==> src/rtl/mbox_pkg.sv <==
package mbox_pkg;
  localparam int BLK_WORDS   = 8;
  localparam int RESP_OFFSET = 28;
  localparam int MIN_LEN     = 4;
  localparam int MAX_LEN     = 248;
  localparam int MAX_WORDS   = MAX_LEN / 4;
  localparam int IDX_W       = $clog2(MAX_WORDS + 1);

  localparam logic [7:0] CODE_OK     = 8'h01;
  localparam logic [7:0] CODE_BADLEN = 8'h80;

  typedef enum logic [2:0] {
    ST_IDLE,
    ST_FETCH_BLOCK,
    ST_FETCH_PACKET,
    ST_EXECUTE,
    ST_WRITE_REPLY,
    ST_WRITE_STATUS,
    ST_IRQ
  } seqState_t;

  typedef struct packed {
    logic             takePtr;
    logic             rdBlock;
    logic             rdPacket;
    logic [IDX_W-1:0] idx;
    logic             latchExec;
    logic             wrReply;
    logic             wrStatus;
    logic             statusErr;
  } seqStrobe_t;
endpackage

==> src/rtl/mbox_ctrl.sv <==
module mbox_ctrl
  import mbox_pkg::*;
(
  input  logic             clk,
  input  logic             rstN,
  input  logic             pendValid,
  input  logic             irqEnable,
  input  logic             rxValid,
  input  logic [IDX_W-1:0] rxIdx,
  input  logic             pktFlag,
  input  logic             lenOk,
  input  logic [IDX_W-1:0] pktWords,
  output seqStrobe_t       strb,
  output logic             irq
);
  localparam logic [IDX_W-1:0] BLK_LAST = IDX_W'(BLK_WORDS - 1);

  seqState_t        state, nextState;
  logic [IDX_W-1:0] idxQ;
  logic             issueDone;
  logic             errQ;
  logic [IDX_W-1:0] lastIdx;
  logic             badLenHit;

  assign lastIdx = (state == ST_FETCH_BLOCK) ? BLK_LAST : pktWords - IDX_W'(1);

  always_comb begin
    strb      = '0;
    nextState = state;
    badLenHit = 1'b0;
    case (state)
      ST_IDLE: begin
        if (pendValid) begin
          strb.takePtr = 1'b1;
          nextState    = ST_FETCH_BLOCK;
        end
      end
      ST_FETCH_BLOCK: begin
        strb.rdBlock = !issueDone;
        strb.idx     = idxQ;
        if (rxValid && rxIdx == BLK_LAST) begin
          if (pktFlag && lenOk) begin
            nextState = ST_FETCH_PACKET;
          end else if (pktFlag) begin
            nextState = ST_WRITE_STATUS;
            badLenHit = 1'b1;
          end else begin
            nextState = ST_EXECUTE;
          end
        end
      end
      ST_FETCH_PACKET: begin
        strb.rdPacket = !issueDone;
        strb.idx      = idxQ;
        if (rxValid && rxIdx == lastIdx) nextState = ST_EXECUTE;
      end
      ST_EXECUTE: begin
        strb.latchExec = 1'b1;
        nextState      = pktFlag ? ST_WRITE_REPLY : ST_WRITE_STATUS;
      end
      ST_WRITE_REPLY: begin
        strb.wrReply = 1'b1;
        nextState    = ST_WRITE_STATUS;
      end
      ST_WRITE_STATUS: begin
        strb.wrStatus  = 1'b1;
        strb.statusErr = errQ;
        nextState      = ST_IRQ;
      end
      ST_IRQ: nextState = ST_IDLE;
      default: nextState = ST_IDLE;
    endcase
  end

  assign irq = (state == ST_IRQ) && irqEnable;

  always_ff @(posedge clk) begin
    if (!rstN) begin
      state     <= ST_IDLE;
      idxQ      <= '0;
      issueDone <= 1'b0;
      errQ      <= 1'b0;
    end else begin
      state <= nextState;
      if (nextState != state) begin
        idxQ      <= '0;
        issueDone <= 1'b0;
      end else if (strb.rdBlock || strb.rdPacket) begin
        if (idxQ == lastIdx) issueDone <= 1'b1;
        else                 idxQ      <= idxQ + IDX_W'(1);
      end
      if (strb.takePtr)   errQ <= 1'b0;
      else if (badLenHit) errQ <= 1'b1;
    end
  end

  // the completion pulse lasts exactly one cycle
  p_irq_pulse_r7: assert property (@(posedge clk) disable iff (!rstN)
    irq |=> !irq);
  // no interrupt while the enable is off
  p_irq_gated_r7: assert property (@(posedge clk) disable iff (!rstN)
    irq |-> irqEnable);
  // a rejected length never leads to packet reads or a reply
  p_err_no_packet_r6: assert property (@(posedge clk) disable iff (!rstN)
    errQ |-> !(strb.rdPacket || strb.wrReply));
  // the status write is always followed by the interrupt slot
  p_status_then_irq_r10: assert property (@(posedge clk) disable iff (!rstN)
    strb.wrStatus |=> (state == ST_IRQ));
endmodule

==> src/rtl/mbox_dp.sv <==
module mbox_dp
  import mbox_pkg::*;
#(
  parameter int ADDR_W = 32
) (
  input  logic              clk,
  input  logic              rstN,
  input  logic              cmdWrEn,
  input  logic [ADDR_W-1:0] cmdWrData,
  output logic              cmdReady,
  output logic              cmdOverrun,
  output logic              pendValid,
  input  seqStrobe_t        strb,
  output logic              rxValid,
  output logic [IDX_W-1:0]  rxIdx,
  output logic              pktFlag,
  output logic              lenOk,
  output logic [IDX_W-1:0]  pktWords,
  output logic              memRdEn,
  output logic              memWrEn,
  output logic [ADDR_W-1:0] memAddr,
  output logic [31:0]       memWrData,
  input  logic [31:0]       memRdData
);
  logic [ADDR_W-1:0] pendPtr, blockPtr, pktPtr;
  logic              overrunQ, rxPkt;
  logic [7:0]        opcode;
  logic [15:0]       pktLen;
  logic [31:0]       acc, result;
  logic [16:0]       lenPlus;

  assign cmdReady   = !pendValid;
  assign cmdOverrun = overrunQ;

  always_ff @(posedge clk) begin
    if (!rstN) begin
      pendValid <= 1'b0;
      pendPtr   <= '0;
      overrunQ  <= 1'b0;
      blockPtr  <= '0;
    end else begin
      if (cmdWrEn && !pendValid) begin
        pendValid <= 1'b1;
        pendPtr   <= cmdWrData;
      end else if (strb.takePtr) begin
        pendValid <= 1'b0;
        blockPtr  <= pendPtr;
      end
      if (cmdWrEn && pendValid) overrunQ <= 1'b1;
    end
  end

  always_ff @(posedge clk) begin
    if (!rstN) begin
      rxValid <= 1'b0;
      rxIdx   <= '0;
      rxPkt   <= 1'b0;
      opcode  <= '0;
      pktFlag <= 1'b0;
      pktPtr  <= '0;
      pktLen  <= '0;
      acc     <= '0;
      result  <= '0;
    end else begin
      rxValid <= strb.rdBlock || strb.rdPacket;
      rxIdx   <= strb.idx;
      rxPkt   <= strb.rdPacket;
      if (rxValid && !rxPkt) begin
        case (rxIdx)
          IDX_W'(0): begin
            opcode  <= memRdData[7:0];
            pktFlag <= memRdData[8];
          end
          IDX_W'(1): pktPtr <= memRdData[ADDR_W-1:0];
          IDX_W'(2): pktLen <= memRdData[15:0];
          default: ;
        endcase
      end
      if (strb.takePtr)         acc <= '0;
      else if (rxValid && rxPkt) acc <= acc + memRdData;
      if (strb.latchExec) result <= acc + {24'b0, opcode};
    end
  end

  assign lenOk    = (pktLen >= 16'(MIN_LEN)) && (pktLen <= 16'(MAX_LEN));
  assign lenPlus  = {1'b0, pktLen} + 17'd3;
  assign pktWords = lenPlus[IDX_W+1:2];

  always_comb begin
    memRdEn   = strb.rdBlock || strb.rdPacket;
    memWrEn   = strb.wrReply || strb.wrStatus;
    memAddr   = '0;
    memWrData = '0;
    if (strb.rdBlock)
      memAddr = blockPtr + ADDR_W'({strb.idx, 2'b00});
    else if (strb.rdPacket)
      memAddr = pktPtr + ADDR_W'({strb.idx, 2'b00});
    else if (strb.wrReply) begin
      memAddr   = pktPtr + ADDR_W'({pktWords, 2'b00});
      memWrData = result;
    end else if (strb.wrStatus) begin
      memAddr   = blockPtr + ADDR_W'(RESP_OFFSET);
      memWrData = {24'b0, strb.statusErr ? CODE_BADLEN : CODE_OK};
    end
  end

  // an accepted write makes the register busy in the next cycle
  p_ready_drop_r1: assert property (@(posedge clk) disable iff (!rstN)
    (cmdWrEn && cmdReady) |=> !cmdReady);
  // taking the pointer frees the register
  p_ready_after_take_r2: assert property (@(posedge clk) disable iff (!rstN)
    strb.takePtr |=> cmdReady);
  // a write into a full register raises the overrun flag
  p_overrun_set_r8: assert property (@(posedge clk) disable iff (!rstN)
    (cmdWrEn && !cmdReady) |=> cmdOverrun);
  // the overrun flag is sticky
  p_overrun_sticky_r8: assert property (@(posedge clk) disable iff (!rstN)
    cmdOverrun |=> cmdOverrun);
  // a rejected write leaves the pending pointer untouched
  p_pend_kept_r8: assert property (@(posedge clk) disable iff (!rstN)
    (cmdWrEn && pendValid && !strb.takePtr) |=> $stable(pendPtr));
  // one memory access per cycle
  p_one_access_r3: assert property (@(posedge clk) disable iff (!rstN)
    !(memRdEn && memWrEn));
endmodule

==> src/rtl/mbox_cmd_seq.sv <==
module mbox_cmd_seq
  import mbox_pkg::*;
#(
  parameter int ADDR_W = 32
) (
  input  logic              clk,
  input  logic              rstN,
  input  logic              cmdWrEn,
  input  logic [ADDR_W-1:0] cmdWrData,
  output logic              cmdReady,
  output logic              cmdOverrun,
  input  logic              irqEnable,
  output logic              irq,
  output logic              memRdEn,
  output logic              memWrEn,
  output logic [ADDR_W-1:0] memAddr,
  output logic [31:0]       memWrData,
  input  logic [31:0]       memRdData
);
  seqStrobe_t       strb;
  logic             pendValid, rxValid, pktFlag, lenOk;
  logic [IDX_W-1:0] rxIdx, pktWords;

  mbox_ctrl u_ctrl (
    .clk       (clk),
    .rstN      (rstN),
    .pendValid (pendValid),
    .irqEnable (irqEnable),
    .rxValid   (rxValid),
    .rxIdx     (rxIdx),
    .pktFlag   (pktFlag),
    .lenOk     (lenOk),
    .pktWords  (pktWords),
    .strb      (strb),
    .irq       (irq)
  );

  mbox_dp #(.ADDR_W(ADDR_W)) u_dp (
    .clk        (clk),
    .rstN       (rstN),
    .cmdWrEn    (cmdWrEn),
    .cmdWrData  (cmdWrData),
    .cmdReady   (cmdReady),
    .cmdOverrun (cmdOverrun),
    .pendValid  (pendValid),
    .strb       (strb),
    .rxValid    (rxValid),
    .rxIdx      (rxIdx),
    .pktFlag    (pktFlag),
    .lenOk      (lenOk),
    .pktWords   (pktWords),
    .memRdEn    (memRdEn),
    .memWrEn    (memWrEn),
    .memAddr    (memAddr),
    .memWrData  (memWrData),
    .memRdData  (memRdData)
  );

  // the interrupt always directly follows a memory write (the status word)
  p_irq_after_write_r10: assert property (@(posedge clk) disable iff (!rstN)
    irq |-> $past(memWrEn));
endmodule

==> config.mk <==
export PLATFORM = sky130hd
export DESIGN_NAME = mbox_cmd_seq
export DESIGN_NICKNAME = d
export VERILOG_FILES = /design/src/rtl/mbox_pkg.sv /design/src/rtl/mbox_ctrl.sv /design/src/rtl/mbox_dp.sv /design/src/rtl/mbox_cmd_seq.sv
export SDC_FILE = /design/constraint.sdc
export NUM_CORES = 1
export LEC_CHECK = 0
export BUFFER_PORTS_ARGS = -buffer_cell sky130_fd_sc_hd__buf_2
export CAP_MARGIN = 5
export CORE_MARGIN = 2
export CORE_UTILIZATION = 30
export CTS_CLUSTER_SIZE = 28
export DETAILED_ROUTE_END_ITERATION = 12
export PLACE_DENSITY_LB_ADDON = 0.15
export SLEW_MARGIN = 20
export SYNTH_ARGS = -nofsm -noshare
export SYNTH_HDL_FRONTEND = slang
export SYNTH_SLANG_ARGS = --single-unit
==> constraint.sdc <==
create_clock -name clk -period 7.4 [get_ports clk]
set_clock_uncertainty 0.1 [all_clocks]
set_input_delay 0.74 -clock clk [delete_from_list [all_inputs] [get_ports clk]]
set_output_delay 0.74 -clock clk [all_outputs]
set_load 0.02 [all_outputs]
==> reports/qor.csv <==
stage,metric,value,unit
setup_path,critPathMostFrequentCell,a21oi_1,
grt,antenna_found_initial,0,
setup_path,worst_path_max_delay_cell,dfxtp_1,
grt,grt_usage,18.77,%
cells_and_area,final_cells,2476,
cells_and_area,drive_above_1_share,11.74,%
setup_path,path_cells,xnor2_1 > nor2_1 > nand2_1 > inv_1 > ha_1 > a21o_1 > a21oi_1 > o21ai_0 > a21oi_1 > o21ai_1 > and2_1 > a22oi_1 > o311ai_0 > a311o_1 > buf_2,
floorplanning,die_y,213.5,um
drt,final_antenna_net_count,0,
synthesis,synth_cell_type_count,77,
synthesis,synth_area_per_cell,7.342,sq um
cells_and_area,area_growth,15.49,%
pwr,p_leak,6.029,nW
synthesis,synth_fp_nets,1927,
floorplanning,num_rows,76,
timing,whs,0.3187,ns
drt,drt-pass1-iter-count,5,
synthesis,synthFlopType,dfxtp_1,
synthesis,ys_seq_area_share,31.31,%
timing,rsz0062_at_grt,no,
clocking,cts-root-buf,clkbuf_16,
timing,setup_viol,0,
synthesis,ys_ff_latch,206,
clocking,cts_tree,done,
drt,wl_per_cell,17.63,um
timing,fin_crit,5.841,ns
setup_path,cp-start-kind,flip-flop,
pwr,pwr_density_cell,173.3,nW/um^2
clocking,ctsHoldBuffers,0,
synthesis,syn-cell-area,13170,sq um
setup_path,arrival,5.00,ns
grt,grt_pass1_vias,12030,
outcome,outcome,finished clean,
pwr,ir_drop,0.1430,mV
placement,io_buffers,136,
floorplanning,die_w,213.5,um
floorplanning,die_area,45600,sq um
flow_run,drv_cap,0,
setup_path,critPathRequiredTime,6.56,ns
grt,grt_max_degree,76,
timing,finalCritPeriodShare,78.93,%
floorplanning,coreArea,43170,sq um
clocking,htreeDepth,1,
setup_path,critical_path.endpoint_type,output port,
floorplanning,ios,137,
cells_and_area,fin_nets,2007,
timing,setup_tns,0,ns
drt,routed_via_density,5.165,
timing,finalHoldViolations,0,
clocking,cts.clk_slew.worst_paths,0.06,ns
timing,clock.fmax,171.2,MHz
clocking,cts.sinks,206,
clocking,clk_latency,0.56,ns
floorplanning,start_util,30.51,%
clocking,cts_resized,0,
synthesis,ys.warnings.count,0,
synthesis,syn_inst,1794,
drt,routed_wl,43640,um
grt,grt_pass1_wl,68110,um
drt,vias,12790,
setup_path,critPathMaxFanout,17,
synthesis,synth_edf_count,0,
hold_path,hp-class,primary input to flip-flop,
setup_path,max_stage_delay,0.67,ns
grt,grt-ovfl-total,0,
placement,place_hpwl,32700,um
timing,relSlewSlack,33.35,%
drt,drtIter0Drc,863,
synthesis,synth_async_sr_flop_share,0,%
clocking,cts_max_path_buffers,3,
cells_and_area,diodes,0,
setup_path,path_class,flip-flop to output port,
placement,place.gp.congestion,0.8797,
clocking,numCtsBuffers,25,
timing,drv_slew,0,
drt,route.detailed.drc,0,
clocking,postCtsSetupRepairBufs,0,
timing,tightest_slew,0.9997,ns
placement,place_inst,2432,
## placed cells by master (no fill, tap or decap), types with 28 or more instances in the layout
cell	netlist	routed
nand2_1	360	358
nand3_1	48	48
nor2_1	126	126
and2_1	51	50
buf_2	1	136
xnor2_1	57	57
a21oi_1	225	225
inv_1	53	52
xor2_1	41	41
and3_1	28	28
mux2i_1	30	30
dfxtp_1	206	206
o21ai_0	86	86
a211oi_1	28	28
ha_1	60	60
## metrics by stage
step	util (%)	setup WS [ns]	instance area (sq um)	power (mW)
after global routing	35.24	1.137	15210	2.744
after detailed placement	33.25	2.216	14360	1.379
after global placement	33.25	2.397	14360	1.378
final	35.24	1.559	15210	2.636
after CTS	35.22	1.594	15200	2.680
after floorplan	-	2.877	13170	1.296
## layout make-up
type                       instances  area [sq um]
timing repair buffer             153         808.3
inverter                          53         201.4
tap                              585         732.0
multi-input combinational       1435          8499
clock inverter                    10         147.6
sequential                       206          4124
fill                            4688         27960
clock buffer                      34         699.4
## synth_stat cells (all sizes together) (4+ instances only)
cell	n	area, sq um
nand2	361	1358
a21oi	225	1126
dfxtp	206	4124
nor2	126	473.0
clkbuf	93	350.3
o21ai	91	459.2
ha	60	750.7
xnor2	57	499.2
inv	53	198.9
and2	51	319.1
nand3	48	240.2
xor2	41	359.1
mux2i	30	300.3
a211oi	28	210.2
and3	28	175.2
nor3	28	145.1
a21o	23	172.7
nand4	23	143.9
a31oi	18	112.6
o211ai	15	117.6
o22ai	15	93.84
a22oi	12	90.09
nor4	11	75.07
nand2b	10	62.56
nor2b	10	62.56
and4	9	78.83
or2	9	56.30
a21boi	8	60.06
o31a	8	70.07
or3	8	50.05
buf	7	35.03
o21a	7	52.55
o221ai	7	61.31
o311ai	7	61.31
fa	5	100.1
nand3b	5	37.54
a221oi	4	41.29
## per-layer routing
metal,track usage [%],vias to the layer above,share of wire (%)
met5,0,-,0
li1,-,6476,-
met2,29.64,323,43
met1,27.33,5941,50
met3,2.651,49,5.2
met4,3.376,0,1.6
## worst max-delay path: cells and delay by family (launching register included)
kind                     cells  cell delay, ns
buffers and inverters        2            0.32
adder cells (fa/ha/maj)      1            0.23
AND/OR/NAND/NOR              3            0.97
flip-flops                   1            0.67
XOR/XNOR                     1            0.21
AO/OA/AOI/OAI                8            2.03
## state kept, by name, indices dropped and copies added (netlist names), 6 cells and up
| signal | cells |
|---|---|
| u_dp.opcode | 8 |
| u_dp.blockPtr | 32 |
| u_dp.rxIdx | 6 |
| u_dp.result | 32 |
| u_ctrl.idxQ | 6 |
| u_dp.acc | 32 |
| u_dp.pktPtr | 32 |
| u_dp.pendPtr | 32 |
| u_dp.pktLen | 16 |
## report_power, final
part / leakage [nW] / internal (mW) / switching [mW]
Clock: 0.407 / 0.768 / 0.514
Combinational: 3.96 / 0.0653 / 0.137
Sequential: 1.67 / 1.13 / 0.0214
## cells by family after synthesis
kind of cell,Yosys count,synth area share (%)
adders and majority gates,65,6.460
xor gates and xnor gates,99,6.697
AOI/OAI and AO/OA,503,23.23
DFF,206,31.31
muxes,31,2.365
buffers and inverters,153,4.436
and+or+nand+nor,737,25.51
## path summary, 6_finish.rpt
path / start / endpoint / slack (ns) / cells after the start
setup reg to reg: u_dp.acc[16]$_SDFFE_PP0P_ / u_dp.acc[29]$_SDFFE_PP0P_ / 4.10 / 10
hold / removal: cmdWrData[15] / u_dp.pendPtr[15]$_SDFFE_PN0P_ / 0.32 / 3
setup / recovery: u_ctrl.state[1]$_SDFF_PN0_ / memAddr[27] / 1.56 / 15
hold reg to reg: u_dp.result[2]$_SDFFE_PN0P_ / u_dp.result[2]$_SDFFE_PN0P_ / 0.35 / 2
(Power assumes the default switching activity.)
